$ cat src/rtl/lfu_pkg.sv
package lfu_pkg;
    typedef enum logic [1:0] {
        ST_IDLE = 2'd0,
        ST_PICK = 2'd1,
        ST_DONE = 2'd2
    } lfu_state_e;
endpackage

$ cat src/rtl/lfu_store.sv
module lfu_store #(
    parameter int WAYS  = 4,
    parameter int SETS  = 16,
    parameter int CNT_W = 4,
    localparam int WAY_W = $clog2(WAYS),
    localparam int SET_W = $clog2(SETS)
) (
    input  logic                             clk,
    input  logic                             rst_n,
    input  logic                             hit_en,
    input  logic [SET_W-1:0]                 hit_set,
    input  logic [WAY_W-1:0]                 hit_way,
    input  logic                             fill_en,
    input  logic                             fill_evict,
    input  logic [SET_W-1:0]                 fill_set,
    input  logic [WAY_W-1:0]                 fill_way,
    input  logic [SET_W-1:0]                 rd_set,
    output logic [WAYS-1:0]                  rd_valid,
    output logic [WAYS-1:0][CNT_W-1:0]       rd_cnt,
    output logic [CNT_W-1:0]                 rd_carry
);
    localparam logic [CNT_W-1:0] CMAX = '1;

    logic [WAYS-1:0]            vld_q   [SETS];
    logic [WAYS-1:0][CNT_W-1:0] cnt_q   [SETS];
    logic [CNT_W-1:0]           carry_q [SETS];

    logic [CNT_W-1:0] fill_base;
    logic [CNT_W-1:0] fill_cnt;
    logic [CNT_W-1:0] hit_old;

    // an evicted way hands its count to the set before restarting from it
    always_comb begin
        fill_base = fill_evict ? cnt_q[fill_set][fill_way] : carry_q[fill_set];
        fill_cnt  = (fill_base == CMAX) ? CMAX : fill_base + 1'b1;
        hit_old   = cnt_q[hit_set][hit_way];
    end

    always_ff @(posedge clk) begin
        if (!rst_n) begin
            for (int s = 0; s < SETS; s++) begin
                vld_q[s]   <= '0;
                cnt_q[s]   <= '0;
                carry_q[s] <= '0;
            end
        end else begin
            if (hit_en && (hit_old != CMAX))
                cnt_q[hit_set][hit_way] <= hit_old + 1'b1;
            if (fill_en) begin
                vld_q[fill_set][fill_way] <= 1'b1;
                cnt_q[fill_set][fill_way] <= fill_cnt;
                if (fill_evict)
                    carry_q[fill_set] <= cnt_q[fill_set][fill_way];
            end
        end
    end

    always_comb begin
        rd_valid = vld_q[rd_set];
        rd_cnt   = cnt_q[rd_set];
        rd_carry = carry_q[rd_set];
    end
endmodule

$ cat src/rtl/lfu_pick.sv
module lfu_pick #(
    parameter int WAYS  = 4,
    parameter int CNT_W = 4,
    localparam int WAY_W = $clog2(WAYS)
) (
    input  logic [WAYS-1:0]            valid,
    input  logic [WAYS-1:0][CNT_W-1:0] cnt,
    output logic                       inv_found,
    output logic [WAY_W-1:0]           way,
    output logic [CNT_W-1:0]           min_cnt
);
    logic [WAY_W-1:0] inv_way;
    logic [WAY_W-1:0] min_way;

    // scanning downward leaves the lowest invalid index
    always_comb begin
        inv_found = 1'b0;
        inv_way   = '0;
        for (int w = WAYS - 1; w >= 0; w--) begin
            if (!valid[w]) begin
                inv_found = 1'b1;
                inv_way   = WAY_W'(w);
            end
        end
    end

    // strict less-than keeps the lowest index on ties
    always_comb begin
        min_way = '0;
        min_cnt = cnt[0];
        for (int w = 1; w < WAYS; w++) begin
            if (cnt[w] < min_cnt) begin
                min_cnt = cnt[w];
                min_way = WAY_W'(w);
            end
        end
    end

    assign way = inv_found ? inv_way : min_way;
endmodule

$ cat src/rtl/lfu_repl.sv
module lfu_repl #(
    parameter int WAYS  = 4,
    parameter int SETS  = 16,
    parameter int CNT_W = 4,
    localparam int WAY_W = $clog2(WAYS),
    localparam int SET_W = $clog2(SETS)
) (
    input  logic             clk,
    input  logic             rst_n,
    input  logic             req_valid,
    input  logic [SET_W-1:0] req_set,
    input  logic             req_hit,
    input  logic [WAY_W-1:0] req_hit_way,
    output logic             sel_valid,
    output logic [WAY_W-1:0] sel_way
);
    import lfu_pkg::*;

    lfu_state_e state_q, state_d;
    logic [SET_W-1:0] set_q;
    logic [WAY_W-1:0] way_q;

    logic                       hit_en;
    logic                       miss_take;
    logic [WAYS-1:0]            rd_valid;
    logic [WAYS-1:0][CNT_W-1:0] rd_cnt;
    logic [CNT_W-1:0]           rd_carry;
    logic                       pk_inv;
    logic [WAY_W-1:0]           pk_way;
    logic [CNT_W-1:0]           pk_cnt;

    assign hit_en    = (state_q == ST_IDLE) && req_valid && req_hit;
    assign miss_take = (state_q == ST_IDLE) && req_valid && !req_hit;

    always_comb begin
        state_d = state_q;
        unique case (state_q)
            ST_IDLE: if (miss_take) state_d = ST_PICK;
            ST_PICK: state_d = ST_DONE;
            ST_DONE: state_d = ST_IDLE;
            default: state_d = ST_IDLE;
        endcase
    end

    always_ff @(posedge clk) begin
        if (!rst_n) begin
            state_q <= ST_IDLE;
            set_q   <= '0;
            way_q   <= '0;
        end else begin
            state_q <= state_d;
            if (miss_take)
                set_q <= req_set;
            if (state_q == ST_PICK)
                way_q <= pk_way;
        end
    end

    always_comb begin
        sel_valid = (state_q == ST_DONE);
        sel_way   = way_q;
    end

    lfu_store #(.WAYS(WAYS), .SETS(SETS), .CNT_W(CNT_W)) u_store (
        .clk        (clk),
        .rst_n      (rst_n),
        .hit_en     (hit_en),
        .hit_set    (req_set),
        .hit_way    (req_hit_way),
        .fill_en    (state_q == ST_PICK),
        .fill_evict (!pk_inv),
        .fill_set   (set_q),
        .fill_way   (pk_way),
        .rd_set     (set_q),
        .rd_valid   (rd_valid),
        .rd_cnt     (rd_cnt),
        .rd_carry   (rd_carry)
    );

    lfu_pick #(.WAYS(WAYS), .CNT_W(CNT_W)) u_pick (
        .valid     (rd_valid),
        .cnt       (rd_cnt),
        .inv_found (pk_inv),
        .way       (pk_way),
        .min_cnt   (pk_cnt)
    );
endmodule

$ cat config.mk
export PLATFORM = sky130hd
export DESIGN_NAME = lfu_repl
export DESIGN_NICKNAME = d
export VERILOG_FILES = /design/src/rtl/lfu_pkg.sv /design/src/rtl/lfu_store.sv /design/src/rtl/lfu_pick.sv /design/src/rtl/lfu_repl.sv
export SDC_FILE = /design/constraint.sdc
export NUM_CORES = 1
export LEC_CHECK = 0
export BUFFER_PORTS_ARGS = -buffer_cell sky130_fd_sc_hd__buf_4
export CORE_MARGIN = 2
export CORE_UTILIZATION = 60
export DETAILED_ROUTE_END_ITERATION = 7
export PLACE_DENSITY = 0.87
export SETUP_SLACK_MARGIN = 0.3
export SYNTH_ARGS = -nofsm -noshare
export SYNTH_HDL_FRONTEND = slang
export SYNTH_SLANG_ARGS = --single-unit
$ cat constraint.sdc
create_clock -name clk -period 19.8 [get_ports clk]
set_input_delay 0.99 -clock clk [delete_from_list [all_inputs] [get_ports clk]]
set_output_delay 0.99 -clock clk [all_outputs]
set_load 0.005 [all_outputs]
## Yosys cells after proc, flatten, opt, wreduce, memory -nomap -nowiden

Memory sizes are Yosys's and may differ from the RTL's. A register that Yosys moved wholly into a read port is not among the register bits.
Cells that the tools add are included.

| cells by class | value |
|---|---|
| add/subtract/negate cells | 2 |
| order comparisons | 7 |
| equality and inequality tests | 5 |
| mux-type cells | 58 |
| reductions and logical operators | 12 |

Operator list:

| cell | number |
|---|---|
| two-way mux 16 bit | 6 |
| two-way mux 4 bit | 22 |
| OR reduction 16 bit | 2 |
| binary-select mux 4 bit (select 2 bit) | 2 |
| demux 4 bit (select 2 bit) | 2 |
| two-way mux 1 bit | 16 |
| two-way mux 2 bit | 8 |
| < comparator 4 bit | 3 |
| adder 4 x 1 -> 4 bit, second input constant | 2 |
| OR reduction 4 bit | 2 |
| logical AND 1 bit | 6 |
| < comparator 2 x 3 -> 1 bit, second input constant | 2 |
| == test 4 bit, second input constant | 1 |
| greater-or-equal comparator 2 x 1 -> 1 bit, second input constant | 2 |
| != test 4 bit, second input constant | 1 |
| case mux 2 bit (2 select lines) | 1 |
| demux 1 bit (select 2 bit) | 1 |
| == test 2 x 1 -> 1 bit, second input constant | 1 |
| == test 2 bit, second input constant | 1 |
| zero test 2 bit | 1 |
| != test 2 bit, second input constant | 1 |
| zero test 1 bit | 1 |

| word-level totals | value |
|---|---|
| register bits after elaboration | 8 |
| RAM bits | 384 |
| logic and storage cells | 90 |
| memories kept | 3 |

Memory list:

| memory | depth | bits a word | read ports | clocked after memory_dff | wr ports | RTL line | RTL |
|---|---|---|---|---|---|---|---|
| u_store.cnt_q | 16 | 16 | 2 | 1 | 16 | lfu_store.sv:25 | `logic [WAYS-1:0][CNT_W-1:0] cnt_q [SETS];` |
| u_store.carry_q | 16 | 4 | 1 | 1 | 16 | lfu_store.sv:26 | `logic [CNT_W-1:0] carry_q [SETS];` |
| u_store.vld_q | 16 | 4 | 1 | 1 | 16 | lfu_store.sv:24 | `logic [WAYS-1:0] vld_q [SETS];` |

## Longest topological paths before layout

| logic depth | value |
|---|---|
| depth after elaboration | 14 |
| depth in mapped cells | 38 |
| depth with buffers taken out | 30 |

## Hierarchy

Synthesis repeated with hierarchy kept, for this count alone.

| second synthesis, totals | value |
|---|---|
| cell total of the unflattened synthesis | 2135 |
| area, all modules | 24963.9 µm² |

Modules (own cells, without submodules):

| module | instances | cells an instance | area an instance (µm²) | seq. area each (µm²) |
|---|---|---|---|---|
| lfu_store | 1 | 2030 | 24123.1 | 10890.4 |
| lfu_pick | 1 | 72 | 526.8 | 0.0 |
| lfu_repl | 1 | 33 | 314.1 | 160.2 |

## Worst setup path before layout

Ideal clock, no wire load.

| timing path | value |
|---|---|
| path kind | reg2reg |
| start point | register with a tool-made name |
| end point | memory u_store.cnt_q[0][7] (netlist bit) (data pin) |
| library setup time | 0.257 ns |
| data arrival time | 7.834 ns |
| setup slack | 11.709 ns |
| cell stages (with the launch flop) | 37 |
| clock period less this slack | 8.091 ns |
| path through | dfxtp_1 -> buf_4 -> buf_4 -> buf_4 -> buf_4 -> buf_4 -> buf_4 -> mux4_2 -> mux4_2 -> inv_1 -> ha_1 -> o21ai_0 -> o2bb2ai_1 -> a41oi_1 -> mux2i_1 -> ha_1 -> o21a_1 -> o21ai_0 -> nand2b_1 -> o211ai_1 -> o21bai_1 -> o21ai_0 -> ha_1 -> o21ai_0 -> nor3b_1 -> o32a_1 -> o31a_1 -> buf_6 -> or4_1 -> o2111ai_1 -> o211ai_1 -> ha_1 -> inv_1 -> nand3_1 -> o211ai_4 -> buf_6 -> nor2_1 |

RTL lines:

| element | RTL line |
|---|---|
| to (decl) | lfu_store.sv:25 |

==> impl_metrics.toml <==
[timing]
setup_viol = 0
timing_worst_slew_pin_value_ns = 1.38
final_max_slew_viol_count = 0
finalCritPeriodShare_pct = 51.6
final_hold_viol_count = 0
min_period_ns = 10.21
setup_tns_ns = 0
unrepaired_setup_endpoints_after_global_routing = "false"
maxSlewHeadroom_pct = 7.33
max_freq_mhz = 97.9
fin_skew_ns = 0.0345

[job]
max_cap_violations = 0

[route]
detail_route.drc_violations = 0
detail_route.wl_per_cell_um = 27.1
drt-total-wl_mm = 54.1
avgViaCountPerCell = 7.11
initial_drc_count = 2141
dr.pass1.iters = 6
final_antenna_net_count = 0
dr_total_vias = 14168

[yosys]
synth.top_cell.area_share_pct = 47.0
postSynthAreaPerCell_um2 = 13.1
synth-edff-count = 320
synth-seq-area-share_pct = 54.4
synthDominantAreaCellType = "edfxtp_1"
synthDistinctLibCells = 71
ys_ff_latch = 396
mappedNetlistNets = 1586
yosysWarningCount = 0
ys_top_cells_by_area = "edfxtp_1, mux4_2, dfxtp_1"
post_synth_instance_area_mm2 = 0.0205
synth_flop_cell = "edfxtp_1"
number_of_cells_produced_by_synthesis = 1563
asyncSetResetFlopFracSynth_pct = 0

[global_route]
grt_overflow_total = 0
grt_start_max_net_pins = 90
first_pass_grt_wire_length_mm = 82.7
groute.usage.overall_pct = 30.8
first_global_vias = 13932
number_of_antenna_violations_at_the_first_check_in_global_routing = 0

[power]
static-leakage-power_nw = 7.54
max-vdd-ir-drop_v = 0.0000719
relative_contribution_of_sequential_cells_to_total_power_pct = 48.0
switchingPower_mw = 0.523
sw_frac_of_total_pct = 26.6
power_report.internal_total_mw = 1.44
pwr-share-clk_pct = 37.9
p_per_area_mw_per_mm2 = 89.8
pwr-share-comb_pct = 14.0
fin_total_pwr_mw = 1.97

[die]
core_region_area_mm2 = 0.0335
boundaryPins = 13
initial_utilization_pct = 61.0
area_of_the_die_mm2 = 0.0356
die_w_um = 189
fp-row-count = 67
die_y_um = 189

[place]
gp_congestion = 0.973
numPortBuffers = 12
detailed_place.area_mm2 = 0.0206
final_hpwl_from_detailed_placement_mm = 36.4

[critical_path]
worst-path-max-fanout = 64
library_cell_contributing_the_largest_single_delay_on_the_critical_path = "dfxtp_4"
crit_path_max_cell_delay_ns = 1.07
req_time_crit_path_ns = 20.04
critical_path_class = "reg2reg"
setup_crit_end_kind = "register"
r2r_setup_slack_ns = 9.59
ff2ff_path_depth = 28
startpoint_type = "register"
critical_path_at_ns = 10.46
critical_path_most_common_cell = "o21ai_0"

[clock_tree]
cts_root_buffer = "clkbuf_16"
tritoncts.num_buffers = 40
cts-hold-fix-buffers = 0
cts_resized = 0
cts.path.max_buffers = 3
cts_setup_buffers = 0
clkLatencyLatePin_ns = 0.56
clkSlewWorstSetupHoldPaths_ns = 0.06
tritoncts = "yes"
htree_num_levels = 2
cts_sinks = 396

[finish]
final_util_pct = 65.3
antenna_cells = 0
synthToLayoutAreaGrowth_pct = 7.08
final_layout_size_suffix_gt1_share_pct = 19.5
nNetsFinal = 1537
finalInstanceArea_mm2 = 0.0219

[worst_hold_path]
hold_path_class = "reg2reg"
holdCritStartpoint = "u_store.vld_q[7][2]"
worstHoldPathCells = 2

[outcome]
run_status = "complete, no violations"
## cells in the final DEF, fill, tap and decap left out, types with 6 or more instances in the layout
cell / instances
edfxtp_1: 320
nand2_1: 206
a22o_1: 46
dfxtp_1: 72
nand4_1: 6
clkbuf_1: 6
nor3_1: 11
clkinv_2: 8
nand3_1: 18
nor2b_1: 16
mux4_2: 188
nand2b_1: 8
or3_1: 6
mux2i_1: 29
buf_4: 26
clkbuf_16: 41
nor3b_1: 6
a22oi_1: 6
nor2_1: 352
ha_1: 13
clkinv_1: 13
a31oi_1: 12
inv_1: 10
o21ai_0: 27
## cells by family after synthesis
group | share of synthesized area [%]
and+or+nand+nor | 13.1
DFF | 54.4
muxes | 22.4
AOI/OAI and AO/OA | 5.86
buffers and inverters | 3.33
adders and majority gates | 0.795
xor gates and xnor gates | 0.0856
## flip-flops by register name (all words and copies together), names as in the netlist, named ones only
register	count
set_q	4
u_store.vld_q	64
sel_way	2
u_store.cnt_q	256
state_q	2
u_store.carry_q	64
## cells in the mapped netlist (3+ instances only)
master / number
buf_4: 15
nor3b_1: 6
nand2b_1: 8
ha_1: 13
o21a_1: 4
dfxtp_1: 76
a22oi_1: 6
buf_1: 11
clkbuf_1: 52
nand3_1: 18
o31ai_1: 7
a22o_1: 46
mux2_2: 4
inv_1: 10
o211ai_1: 5
clkinv_1: 3
a31oi_1: 12
buf_6: 14
and2_1: 5
or2_2: 5
nor2b_1: 16
mux2i_1: 29
nor3_1: 11
mux4_2: 188
o21ai_0: 27
buf_2: 25
and3_1: 4
nand4_1: 6
nand2_1: 206
nor2_1: 352
a21o_1: 5
edfxtp_1: 320
a21oi_1: 4
or3_1: 6
## power by group through the flow
stage	sequential [mW]	clock [mW]	combinational, mW
2_1_floorplan	0.945	0	0.217
3_3_place_gp	0.957	0	0.264
3_5_place_dp	0.961	0	0.269
4_1_cts	0.944	0.746	0.270
5_1_grt	0.946	0.780	0.289
6_report	0.945	0.745	0.276
## critical path, delay by kind of cell (launching register included)
kind / cells / cell delay, ns
flip-flops: 1 / 1.07
adder cells (fa/ha/maj): 3 / 0.73
AND/OR/NAND/NOR: 3 / 0.44
buffers and inverters: 3 / 1.49
AO/OA/AOI/OAI: 15 / 4.15
multiplexers: 4 / 1.89
## final cells by class
cell class,instances,area [um^2]
Clock buffer,49,1080
Tap cell,448,561
Sequential cell,396,11100
Timing Repair Buffer,26,195
Multi-Input combinational cell,1037,8680
Clock inverter,25,201
Inverter,13,48.8
Fill cell,2292,11600
## through the flow
stage / hold slack [ns] / instances / setup WS (ns)
finish: 0.453 / 1994 / 9.59
global route: 0.481 / 1994 / 8.97
floorplan: 0.420 / 1563 / 11.71
global placement: 0.429 / 1920 / 10.04
CTS: 0.457 / 1994 / 9.75
detailed placement: 0.442 / 1920 / 9.78
## final timing paths
| check | endpoint |
|---|---|
| max | u_store.cnt_q[2][7] |
| min reg2reg | u_store.vld_q[7][2] |
| max reg2reg | u_store.cnt_q[2][7] |
| min | u_store.vld_q[7][2] |
## per-layer routing
layer | up-vias | track usage, % | part of all wire, %
met5 | - | 0 | 0
met3 | 229 | 5.74 | 13
li1 | 5817 | - | -
met2 | 1182 | 49.9 | 47
met1 | 6940 | 41.1 | 34
met4 | 0 | 13.9 | 5.6
(Power assumes the default switching activity.)
